[config.mk]
export PLATFORM = sky130hd
export DESIGN_NAME = atm_cell_delin
export DESIGN_NICKNAME = d
export VERILOG_FILES = /design/src/rtl/atm_delin_pkg.sv /design/src/rtl/atm_hec_check.sv /design/src/rtl/atm_delin_fsm.sv /design/src/rtl/atm_lcd_timer.sv /design/src/rtl/atm_cell_delin.sv
export SDC_FILE = /design/constraint.sdc
export NUM_CORES = 1
export LEC_CHECK = 0
export ABC_AREA = 1
export ABC_CLOCK_PERIOD_IN_PS = 3800
export BUFFER_PORTS_ARGS = -buffer_cell sky130_fd_sc_hd__buf_2
export CAP_MARGIN = 20
export CORE_ASPECT_RATIO = 1.5
export CORE_MARGIN = 10
export CORE_UTILIZATION = 40
export DETAILED_ROUTE_END_ITERATION = 8
export GPL_TIMING_DRIVEN = 1
export PLACE_DENSITY_LB_ADDON = 0.25
export SKIP_CTS_REPAIR_TIMING = 1
export SLEW_MARGIN = 20
export SYNTH_ARGS = -nofsm -noshare
export SYNTH_HDL_FRONTEND = slang
export SYNTH_SLANG_ARGS = --single-unit
[constraint.sdc]
create_clock -name clk -period 3.8 [get_ports clk]
set_input_delay 0.38 -clock clk [delete_from_list [all_inputs] [get_ports clk]]
set_output_delay 0.38 -clock clk [all_outputs]
set_load 0.03 [all_outputs]
[src/rtl/atm_delin_pkg.sv]
// Shared types and helpers for the ATM cell boundary locator.
// Assumes octets arrive most significant bit first on the line.
package atm_delin_pkg;

    typedef enum logic [1:0] {
        ST_HUNT    = 2'b00,
        ST_PRESYNC = 2'b01,
        ST_SYNC    = 2'b10
    } delin_state_e;

    localparam logic [7:0] HEC_POLY = 8'h07;

    // One octet of a CRC-8 update, MSB first.
    function automatic logic [7:0] crc8_octet(input logic [7:0] crc_in,
                                              input logic [7:0] octet);
        logic [7:0] c;
        c = crc_in ^ octet;
        for (int b = 0; b < 8; b++) begin
            c = c[7] ? ((c << 1) ^ HEC_POLY) : (c << 1);
        end
        return c;
    endfunction

endpackage

[src/rtl/atm_hec_check.sv]
// Keeps the last HDR_OCTETS octets of the stream and tests whether the
// current octet equals their CRC-8 XOR coset. Assumes clear_i has
// priority over a valid octet in the same cycle.
module atm_hec_check
    import atm_delin_pkg::*;
#(
    parameter int HDR_OCTETS = 4,
    parameter int OCTET_W    = 8
) (
    input  logic               clk,
    input  logic               rst_n,
    input  logic               clear_i,
    input  logic               vld_i,
    input  logic [OCTET_W-1:0] octet_i,
    input  logic [OCTET_W-1:0] coset_i,
    output logic               win_full_o,
    output logic               hec_hit_o
);
    localparam int FILL_W = $clog2(HDR_OCTETS + 1);
    localparam logic [FILL_W-1:0] FILL_MAX = FILL_W'(HDR_OCTETS);

    logic [HDR_OCTETS-1:0][OCTET_W-1:0] win_q;
    logic [FILL_W-1:0]                  fill_q;
    logic [OCTET_W-1:0]                 crc_c;

    // Shift the octet window; entry 0 is the oldest octet.
    always_ff @(posedge clk) begin
        if (!rst_n) begin
            win_q <= '0;
        end else if (vld_i && !clear_i) begin
            for (int i = 0; i < HDR_OCTETS - 1; i++) begin
                win_q[i] <= win_q[i+1];
            end
            win_q[HDR_OCTETS-1] <= octet_i;
        end
    end

    // Count how many window entries hold real octets.
    always_ff @(posedge clk) begin
        if (!rst_n || clear_i) begin
            fill_q <= '0;
        end else if (vld_i && fill_q != FILL_MAX) begin
            fill_q <= fill_q + 1'b1;
        end
    end

    // CRC-8 over the window, oldest octet first.
    always_comb begin
        crc_c = '0;
        for (int i = 0; i < HDR_OCTETS; i++) begin
            crc_c = crc8_octet(crc_c, win_q[i]);
        end
    end

    assign win_full_o = (fill_q == FILL_MAX);
    assign hec_hit_o  = win_full_o && ((crc_c ^ coset_i) == octet_i);

    p_clear_empties_r8: assert property (@(posedge clk) disable iff (!rst_n)
        clear_i |=> !win_full_o);

    p_fill_grows_r2: assert property (@(posedge clk) disable iff (!rst_n)
        (vld_i && !clear_i && !win_full_o) |=> fill_q == $past(fill_q) + 1'b1);

endmodule

[src/rtl/atm_delin_fsm.sv]
// Search/candidate/locked machine. Tests every octet in search and only
// the octet one cell after the last checked header otherwise. Assumes the
// hit input is already qualified by a full window.
module atm_delin_fsm
    import atm_delin_pkg::*;
#(
    parameter int CELL_OCTETS = 53,
    parameter int CNT_W       = 4
) (
    input  logic             clk,
    input  logic             rst_n,
    input  logic             force_hunt_i,
    input  logic             vld_i,
    input  logic             hec_hit_i,
    input  logic [CNT_W-1:0] alpha_i,
    input  logic [CNT_W-1:0] delta_i,
    output logic [1:0]       state_o,
    output logic             hdr_ok_o,
    output logic             cell_start_o,
    output logic             ocd_start_o,
    output logic             ocd_end_o,
    output logic             lose_evt_o,
    output logic             lock_evt_o
);
    localparam int POS_W = $clog2(CELL_OCTETS);
    localparam logic [POS_W-1:0] LAST_POS = POS_W'(CELL_OCTETS - 1);

    delin_state_e     state_q, state_d;
    logic [POS_W-1:0] pos_q, pos_d;
    logic [CNT_W-1:0] good_q, good_d, bad_q, bad_d;
    logic [CNT_W-1:0] alpha_eff, delta_eff;
    logic [CNT_W:0]   good_next, bad_next;
    logic             hdr_d, cell_d, lose_c, lock_c;

    // Zero thresholds behave as one.
    assign alpha_eff = (alpha_i == '0) ? CNT_W'(1) : alpha_i;
    assign delta_eff = (delta_i == '0) ? CNT_W'(1) : delta_i;
    assign good_next = {1'b0, good_q} + 1'b1;
    assign bad_next  = {1'b0, bad_q} + 1'b1;

    // Next-state decision for one octet.
    always_comb begin
        state_d = state_q;
        pos_d   = pos_q;
        good_d  = good_q;
        bad_d   = bad_q;
        hdr_d   = 1'b0;
        cell_d  = 1'b0;
        lose_c  = 1'b0;
        lock_c  = 1'b0;
        if (force_hunt_i) begin
            state_d = ST_HUNT;
            pos_d   = '0;
            good_d  = '0;
            bad_d   = '0;
        end else if (vld_i) begin
            if (state_q == ST_HUNT) begin
                pos_d = pos_q + 1'b1;
                if (hec_hit_i) begin
                    hdr_d   = 1'b1;
                    state_d = ST_PRESYNC;
                    pos_d   = '0;
                    good_d  = '0;
                end
            end else if (pos_q == LAST_POS) begin
                pos_d  = '0;
                hdr_d  = hec_hit_i;
                cell_d = (state_q == ST_SYNC);
                if (state_q == ST_PRESYNC) begin
                    if (!hec_hit_i) begin
                        state_d = ST_HUNT;
                        good_d  = '0;
                    end else if (good_next >= {1'b0, delta_eff}) begin
                        state_d = ST_SYNC;
                        good_d  = '0;
                        bad_d   = '0;
                        lock_c  = 1'b1;
                    end else begin
                        good_d = good_next[CNT_W-1:0];
                    end
                end else begin
                    if (hec_hit_i) begin
                        bad_d = '0;
                    end else if (bad_next >= {1'b0, alpha_eff}) begin
                        state_d = ST_HUNT;
                        bad_d   = '0;
                        lose_c  = 1'b1;
                    end else begin
                        bad_d = bad_next[CNT_W-1:0];
                    end
                end
            end else begin
                pos_d = pos_q + 1'b1;
            end
        end
    end

    // State, counters and registered pulses.
    always_ff @(posedge clk) begin
        if (!rst_n) begin
            state_q      <= ST_HUNT;
            pos_q        <= '0;
            good_q       <= '0;
            bad_q        <= '0;
            hdr_ok_o     <= 1'b0;
            cell_start_o <= 1'b0;
            ocd_start_o  <= 1'b0;
            ocd_end_o    <= 1'b0;
        end else begin
            state_q      <= state_d;
            pos_q        <= pos_d;
            good_q       <= good_d;
            bad_q        <= bad_d;
            hdr_ok_o     <= hdr_d;
            cell_start_o <= cell_d;
            ocd_start_o  <= lose_c;
            ocd_end_o    <= lock_c;
        end
    end

    assign state_o    = state_q;
    assign lose_evt_o = lose_c;
    assign lock_evt_o = lock_c;

    p_legal_code_r3: assert property (@(posedge clk) disable iff (!rst_n)
        state_q != 2'b11);

    p_no_skip_to_lock_r4: assert property (@(posedge clk) disable iff (!rst_n)
        (state_q == ST_HUNT) |=> (state_q != ST_SYNC));

    p_lock_needs_hit_r4: assert property (@(posedge clk) disable iff (!rst_n)
        (state_q == ST_SYNC && $past(state_q) != ST_SYNC) |-> $past(hec_hit_i && vld_i));

    p_loss_from_lock_r6: assert property (@(posedge clk) disable iff (!rst_n)
        ocd_start_o |-> (state_q == ST_HUNT && $past(state_q) == ST_SYNC));

    p_force_quiet_r8: assert property (@(posedge clk) disable iff (!rst_n)
        force_hunt_i |=> (state_q == ST_HUNT && !ocd_start_o && !hdr_ok_o));

    p_idle_holds_r11: assert property (@(posedge clk) disable iff (!rst_n)
        (!vld_i && !force_hunt_i) |=> ($stable(state_q) && !hdr_ok_o && !cell_start_o));

endmodule

[src/rtl/atm_lcd_timer.sv]
// Persistence timer for loss of delineation. Armed by a loss event,
// disarmed by a lock event; expiry raises a one-cycle start pulse and the
// following lock raises an end pulse. Assumes arm and disarm never coincide.
module atm_lcd_timer #(
    parameter int PERIOD_W    = 16,
    parameter int SCALE_SHIFT = 7
) (
    input  logic                clk,
    input  logic                rst_n,
    input  logic                arm_i,
    input  logic                disarm_i,
    input  logic                tick_i,
    input  logic [PERIOD_W-1:0] period_i,
    output logic                lcd_start_o,
    output logic                lcd_end_o
);
    localparam int TMR_W = PERIOD_W + SCALE_SHIFT;
    localparam logic [TMR_W-1:0] ONE = TMR_W'(1);

    logic [TMR_W-1:0] cnt_q;
    logic             armed_q, active_q;

    // Load, count down and report the persistence window.
    always_ff @(posedge clk) begin
        if (!rst_n) begin
            cnt_q       <= '0;
            armed_q     <= 1'b0;
            active_q    <= 1'b0;
            lcd_start_o <= 1'b0;
            lcd_end_o   <= 1'b0;
        end else begin
            lcd_start_o <= 1'b0;
            lcd_end_o   <= 1'b0;
            if (disarm_i) begin
                lcd_end_o <= active_q;
                armed_q   <= 1'b0;
                active_q  <= 1'b0;
            end else if (arm_i) begin
                armed_q  <= 1'b1;
                active_q <= 1'b0;
                cnt_q    <= {period_i, {SCALE_SHIFT{1'b0}}};
            end else if (tick_i && armed_q && !active_q) begin
                if (cnt_q <= ONE) begin
                    active_q    <= 1'b1;
                    lcd_start_o <= 1'b1;
                end else begin
                    cnt_q <= cnt_q - 1'b1;
                end
            end
        end
    end

    p_start_needs_tick_r7: assert property (@(posedge clk) disable iff (!rst_n)
        lcd_start_o |-> ($past(tick_i) && $past(armed_q)));

    p_end_needs_alarm_r7: assert property (@(posedge clk) disable iff (!rst_n)
        lcd_end_o |-> ($past(active_q) && $past(disarm_i)));

endmodule

[src/rtl/atm_cell_delin.sv]
// Top of the ATM cell boundary locator: octet window with check code,
// delineation machine and loss persistence timer. Assumes one octet per
// valid cycle and configuration that is quasi-static.
module atm_cell_delin
    import atm_delin_pkg::*;
#(
    parameter int OCTET_W     = 8,
    parameter int HDR_OCTETS  = 4,
    parameter int CELL_OCTETS = 53,
    parameter int CNT_W       = 4,
    parameter int PERIOD_W    = 16,
    parameter int SCALE_SHIFT = 7
) (
    input  logic                clk,
    input  logic                rst_n,
    input  logic [OCTET_W-1:0]  octet_i,
    input  logic                octet_vld_i,
    input  logic [CNT_W-1:0]    alpha_i,
    input  logic [CNT_W-1:0]    delta_i,
    input  logic [OCTET_W-1:0]  coset_i,
    input  logic                force_hunt_i,
    input  logic [PERIOD_W-1:0] lcd_period_i,
    input  logic                tick_i,
    output logic                cell_start_o,
    output logic                hdr_ok_o,
    output logic [1:0]          status_o,
    output logic                ocd_start_o,
    output logic                ocd_end_o,
    output logic                lcd_start_o,
    output logic                lcd_end_o
);
    logic win_full, hec_hit, lose_evt, lock_evt;

    atm_hec_check #(
        .HDR_OCTETS (HDR_OCTETS),
        .OCTET_W    (OCTET_W)
    ) u_hec (
        .clk        (clk),
        .rst_n      (rst_n),
        .clear_i    (force_hunt_i),
        .vld_i      (octet_vld_i),
        .octet_i    (octet_i),
        .coset_i    (coset_i),
        .win_full_o (win_full),
        .hec_hit_o  (hec_hit)
    );

    atm_delin_fsm #(
        .CELL_OCTETS (CELL_OCTETS),
        .CNT_W       (CNT_W)
    ) u_fsm (
        .clk          (clk),
        .rst_n        (rst_n),
        .force_hunt_i (force_hunt_i),
        .vld_i        (octet_vld_i),
        .hec_hit_i    (hec_hit),
        .alpha_i      (alpha_i),
        .delta_i      (delta_i),
        .state_o      (status_o),
        .hdr_ok_o     (hdr_ok_o),
        .cell_start_o (cell_start_o),
        .ocd_start_o  (ocd_start_o),
        .ocd_end_o    (ocd_end_o),
        .lose_evt_o   (lose_evt),
        .lock_evt_o   (lock_evt)
    );

    atm_lcd_timer #(
        .PERIOD_W    (PERIOD_W),
        .SCALE_SHIFT (SCALE_SHIFT)
    ) u_lcd (
        .clk         (clk),
        .rst_n       (rst_n),
        .arm_i       (lose_evt),
        .disarm_i    (lock_evt),
        .tick_i      (tick_i),
        .period_i    (lcd_period_i),
        .lcd_start_o (lcd_start_o),
        .lcd_end_o   (lcd_end_o)
    );

    p_hit_needs_window_r2: assert property (@(posedge clk) disable iff (!rst_n)
        hdr_ok_o |-> $past(win_full));

    p_loss_and_lock_apart_r6: assert property (@(posedge clk) disable iff (!rst_n)
        !(ocd_start_o && ocd_end_o));

    p_alarm_outside_lock_r7: assert property (@(posedge clk) disable iff (!rst_n)
        lcd_start_o |-> (status_o != 2'b10));

    p_reset_quiet_r9: assert property (@(posedge clk)
        !rst_n |=> (status_o == 2'b00 && !ocd_start_o && !lcd_start_o && !hdr_ok_o));

endmodule

# Yosys cells after proc, flatten, opt, wreduce, memory -nomap -nowiden
# Cells that the tools add are included.
dict set report word_totals {
  input_bits 45
  wordCells 185
  reg_bits 82
  out_inout_bits 8
}
dict set report classes {
  n_lt_le_gt_ge 3
  n_bitwise 42
  n_addsub 5
  reduce_logical 28
  n_eq_ne 12
  n_mux 77
}
# cell count
set op_table {}
lappend op_table {{3-bit 2-to-1 mux} 32}
lappend op_table {{3-bit inverter} 32}
lappend op_table {{23-bit 2-to-1 mux} 3}
lappend op_table {{4-bit 2-to-1 mux} 13}
lappend op_table {{8-bit bitwise XOR} 4}
lappend op_table {{23-bit by 1-bit less-or-equal comparator with 1-bit output (second input constant)} 1}
lappend op_table {{23-bit by 1-bit subtractor with 23-bit output (second input constant)} 1}
lappend op_table {{1-bit 2-to-1 mux} 18}
lappend op_table {{6-bit 2-to-1 mux} 3}
lappend op_table {{2-bit 2-to-1 mux} 8}
lappend op_table {{4-bit by 1-bit adder with 5-bit output (second input constant)} 2}
lappend op_table {{5-bit by 4-bit >= comparator with 1-bit output} 2}
lappend op_table {{3-bit != test (second input constant)} 3}
lappend op_table {{8-bit equality test} 1}
lappend op_table {{4-bit zero test} 2}
lappend op_table {{6-bit by 1-bit adder with 6-bit output (second input constant)} 1}
lappend op_table {{6-bit equality test (second input constant)} 1}
lappend op_table {{1-bit inverter} 6}
lappend op_table {{6-bit AND reduction} 1}
lappend op_table {{2-bit nonzero test} 3}
lappend op_table {{3-bit OR reduction} 2}
lappend op_table {{1-bit logical AND} 5}
lappend op_table {{5-bit AND reduction} 1}
lappend op_table {{5-bit OR reduction} 1}
lappend op_table {{15 further kinds} 21}

# Logic depth before layout (Yosys ltp)
dict set report logic_depth {
  ltp_word 78
  mapped_depth 33
  depth_no_buf 32
}

# Modules after synthesis
# From an unflattened synthesis, not the netlist that was laid out.
dict set report hier_totals {
  hier_cells 1008
  hier_area_um2 6221.0
}
# module seq_area_each_um2 n_inst area_per_inst_um2 cells_each
set by_module_without_submodules {}
lappend by_module_without_submodules {atm_hec_check 700.7 1 3040.4 530}
lappend by_module_without_submodules {atm_lcd_timer 540.5 1 1841.8 291}
lappend by_module_without_submodules {atm_delin_fsm 400.4 1 1338.8 187}

# Worst setup path before layout
# Ideal clock, no wire load.
dict set report synth_timing {
  path_type {reg2reg}
  startpoint {register u_hec.win_q[6] (netlist bit)}
  endpoint {register u_lcd.cnt_q[13]}
  setup_ps 113
  arrival_time_ps 2717
  setup_slack_ps 970
  synth_period_minus_slack_ps 2830
  path_buffers 3
  t_required_ps 3687
  path_stages_with_launch 30
  path_cell_list {dfxtp_1 -> buf_4 -> xnor2_1 -> nand2_1 -> nand2_2 -> nand2_1 -> nand2_1 -> nand2_2 -> nand2_1 -> nand2_2 -> nand3_1 -> nand3_2 -> nand2_2 -> nand2_2 -> nand2_4 -> nand2_2 -> nand2_1 -> nand3_2 -> nand2_1 -> nand2_2 -> nand2_2 -> inv_2 -> nand2_4 -> nand3_4 -> nand2_2 -> nand2_2 -> buf_6 -> buf_8 -> nor2_1 -> nor2_1}
}
dict set report synth_between {
  elab_chain_cells 34
  elab_cells_between_ends 74
}
# element line_no
set synth_lines {}
lappend synth_lines {{start: declaration} atm_hec_check.sv:22} ;# logic [HDR_OCTETS-1:0][OCTET_W-1:0] win_q;
lappend synth_lines {{start signal: indexed assignment} atm_hec_check.sv:32} ;# win_q[i] <= win_q[i+1];
lappend synth_lines {{start signal: indexed assignment} atm_hec_check.sv:34} ;# win_q[HDR_OCTETS-1] <= octet_i;
lappend synth_lines {{3-bit 2-to-1 mux *} atm_delin_pkg.sv:19} ;# c = c[7] ? ((c << 1) ^ HEC_POLY) : (c << 1);
lappend synth_lines {{3-bit inverter (no line)} --}
lappend synth_lines {{3-bit 2-to-1 mux} atm_delin_pkg.sv:19}
lappend synth_lines {{3-bit inverter (no line)} --}
lappend synth_lines {{3-bit 2-to-1 mux} atm_delin_pkg.sv:19}
lappend synth_lines {{8-bit bitwise XOR *} atm_delin_pkg.sv:17} ;# c = crc_in ^ octet;
lappend synth_lines {{3-bit 2-to-1 mux} atm_delin_pkg.sv:19}
lappend synth_lines {{3-bit inverter (no line)} --}
lappend synth_lines {{[... 18 more ...]} --}
lappend synth_lines {{1-bit 2-to-1 mux, on equally long branches} {atm_delin_fsm.sv:82, atm_delin_fsm.sv:70}}
lappend synth_lines {{1-bit 2-to-1 mux} atm_delin_fsm.sv:69} ;# if (state_q == ST_PRESYNC) begin
lappend synth_lines {{1-bit 2-to-1 mux} atm_delin_fsm.sv:65} ;# end else if (pos_q == LAST_POS) begin
lappend synth_lines {{1-bit 2-to-1 mux} atm_delin_fsm.sv:57} ;# if (state_q == ST_HUNT) begin
lappend synth_lines {{1-bit 2-to-1 mux} atm_delin_fsm.sv:56} ;# end else if (vld_i) begin
lappend synth_lines {{1-bit 2-to-1 mux} atm_delin_fsm.sv:51} ;# if (force_hunt_i) begin
lappend synth_lines {{2-bit != test (no line) (tied with other cells)} --}
lappend synth_lines {{3-bit AND reduction (no line)} --}
lappend synth_lines {{end signal: assignment} atm_lcd_timer.sv:41} ;# cnt_q <= {period_i, {SCALE_SHIFT{1'b0}}};
lappend synth_lines {{end signal: assignment} atm_lcd_timer.sv:47} ;# cnt_q <= cnt_q - 1'b1;
lappend synth_lines {{end: declaration} atm_lcd_timer.sv:20} ;# logic [TMR_W-1:0] cnt_q;
# Mark *: on every way between the ends. The rest lies on a longest branch, timed or not.
# A chain may end at the register's enable or synchronous reset.

# Worst setup path in the final report
dict set report layout_timing {
  startpoint {register u_hec.win_q[2] (netlist bit)}
  endpoint {register u_lcd.cnt_q[15]}
}
# The elaborated chain is that of the path after synthesis.

==> impl_metrics.env <==
export IMPL_crit_type="register to register"
export IMPL_cts_tree="built"
export IMPL_synthesis_nets=1082
export IMPL_drive_gt1_frac=0.161
export IMPL_hold_path_end="u_lcd.lcd_start_o"
export IMPL_gp_congestion=0.873
export IMPL_ant_nets=0
export IMPL_coreArea_mm2=0.0152
export IMPL_path_common_cell="nand2_1"
export IMPL_hold_viol_final=0
export IMPL_hold_path_class="input pin to register"
export IMPL_clkTransAtPathRegs_ps=60
export IMPL_crit_slowest_cell="dfxtp_1"
export IMPL_rr_worst_depth=29
export IMPL_clock_latency_ps=350
export IMPL_synth_distinct_cells=39
export IMPL_start_util=0.409
export IMPL_synth_most_common_cell="nand2_1"
export IMPL_yosys_area_top_type="dfxtp_1"
export IMPL_die_width_um=122
export IMPL_h_tree_depth=3
export IMPL_ys_warn_count=0
export IMPL_routed_wl_um=16500
export IMPL_synth_common_cells="nand2_1, inv_1, nor2_1, nand3_1, dfxtp_1"
export IMPL_ys_ff_latch=82
export IMPL_postSynth_asyncResetShare=0
export IMPL_grt_overflow=0
export IMPL_cts_made_buffers=9
export IMPL_die_h_um=173
export IMPL_cap_violations=0
export IMPL_critical_path_max_stage_delay_ps=410
export IMPL_final_setup_tns_ps=0
export IMPL_syn_to_final_growth_pct=13.2
export IMPL_synth_top_area_frac=0.264
export IMPL_rows=55
export IMPL_die_area_mm2=0.0211
export IMPL_rr_startpoint="u_hec.win_q[2]"
export IMPL_crit_fanout=19
export IMPL_first_global_vias=5912
export IMPL_synth_area_mm2=0.00622
export IMPL_grt_max_degree=51
export IMPL_fin_crit_ps=3330
export IMPL_reg2reg_to="u_lcd.cnt_q[15]"
export IMPL_vias_per_cell=4.84
export IMPL_port_buffers=52
export IMPL_hold_path_depth=3
export IMPL_dpl_cell_count=1257
export IMPL_layoutNonFillerInstCount=1275
export IMPL_setup_viol=0
export IMPL_critical_path_arrival_ps=3570
export IMPL_required_ps=4040
export IMPL_drc=0
export IMPL_power_density_mw_per_mm2=456
export IMPL_antenna_cells=0
export IMPL_rsz0062_at_grt="false"
export IMPL_final_nets=1133
export IMPL_hold_slack_ps=327
export IMPL_drt_iter0_markers=253
export IMPL_antenna_found_initial=0
export IMPL_period_share=0.876
export IMPL_fin_skew_ps=5.24
export IMPL_ys_flop_type="dfxtp_1"
export IMPL_status="finished clean"
export IMPL_report_final_slew_viol_count=0
export IMPL_io_pins=53
export IMPL_synth_edf_count=0
export IMPL_ys_seq_area_frac=0.264
export IMPL_leakagePower_nw=3.66
export IMPL_slew_headroom=0.541
export IMPL_hp_start="tick_i"
export IMPL_worst_pin_slew_ps=683
export IMPL_cts_root_buf="clkbuf_16"
export IMPL_track_usage=0.159
export IMPL_critPathLaunchType="register"
export IMPL_vias=6176
export IMPL_synthTopCellsByArea="dfxtp_1, nand2_1, inv_1, nand3_1, nor2_1"
export IMPL_synthCells=1021
export IMPL_routedWlPerCell_um=12.9
export IMPL_worst_setup_path_end_kind="register"
export IMPL_grt_first_pass_wirelength_um=27500
export IMPL_hpwl_um=12900
export IMPL_post_synth_cell_area_avg_um2=6.10
export IMPL_regToRegSetupSlack_ps=470
export IMPL_peakVddDrop_v=0.000195
export IMPL_cts_sinks=82
export IMPL_firstDrtPassIters=5
export IMPL_cts_buffer_depth=2
export IMPL_fmax_mhz=300
flip-flops by register name (all words and copies together), names as in the netlist:
signal / flops
u_fsm.good_q: 4
u_fsm.state_o: 2
u_fsm.hdr_ok_o: 1
u_lcd.active_q: 1
u_fsm.ocd_end_o: 1
u_fsm.pos_q: 6
u_fsm.cell_start_o: 1
u_fsm.bad_q: 4
u_hec.win_q: 32
u_fsm.ocd_start_o: 1
u_lcd.lcd_start_o: 1
u_lcd.lcd_end_o: 1
u_lcd.armed_q: 1
u_hec.fill_q: 3
u_lcd.cnt_q: 23
area by class of cell:
cell class,count,area (µm²)
Timing Repair Buffer,64,384
Clock buffer,11,243
Inverter,139,522
Multi-Input combinational cell,776,3930
Fill cell,1641,8160
Sequential cell,82,1650
Clock inverter,4,76.3
Tap cell,199,249
how the worst max path moves through the flow:
stage                               from               to  slack (ps)  cells after the start
final                     u_hec.win_q[2]  u_lcd.cnt_q[15]         470                     29
after global routing      u_hec.win_q[4]   u_lcd.cnt_q[0]           4                     30
after CTS                 u_hec.win_q[4]   u_lcd.cnt_q[0]         270                     26
after detailed placement  u_hec.win_q[4]   u_lcd.cnt_q[8]         310                     27
after global placement    u_hec.win_q[4]  u_lcd.cnt_q[13]         340                     27
after floorplan           u_hec.win_q[6]  u_lcd.cnt_q[13]         970                     29
logic make-up (layout without fill, tap and decap cells):
kind of cell    count (synthesis)  after routing  synth area share
simple gates                  603            603             0.442
buf+inv                       163            218             0.106
compound gates                121            121             0.102
flops                          82             82             0.264
xor+xnor                       36             36            0.0543
fa+ha+maj                      16             16            0.0322
through the flow:
stage,total power [mW],utilization,instance area [µm²],setup slack (ps)
2_1_floorplan,2.01,-,6220,970
3_3_place_gp,2.26,0.439,6680,342
6_report,3.22,0.463,7050,472
4_1_cts,3.24,0.460,6990,273
3_5_place_dp,2.27,0.439,6680,308
5_1_grt,3.47,0.463,7050,3.78
layout by cell type (no fill, tap or decap), drive strengths merged:
cell,instances
nor4,6
o21bai,2
a211oi,1
nand2,346
nand3b,14
o2111ai,1
a21oi,53
nand4,24
xor3,1
buf,63
nor3b,1
bufinv,2
clkinvlp,1
and3,1
xnor2,7
dfxtp,82
nor2,103
nor3,10
a31o,2
or2,3
o21ai,62
xor2,28
inv,139
clkbuf,12
ha,16
nand3,95
clkinv,1
critical path: cells and delay by family (launching register included):
kind	cells	cell delay [ps]
AND/OR/NAND/NOR	25	2420
buffers and inverters	4	380
flip-flops	1	410
power by group:
part           leakage, nW  switching [mW]  internal [mW]
combinational         2.84           0.885          0.459
clock                0.152           0.372          0.592
sequential           0.669          0.0252          0.884
layer usage:
metal | track usage | part of all wire | vias up | wire (µm)
li1 | - | - | 3351 | -
met1 | 0.168 | 0.41 | 2712 | 6690
met2 | 0.291 | 0.53 | 81 | 8790
met3 | 0.0192 | 0.023 | 32 | 376
met4 | 0.0837 | 0.039 | 0 | 648
met5 | 0 | 0 | - | 0
Power figures use the tool's default switching activity.
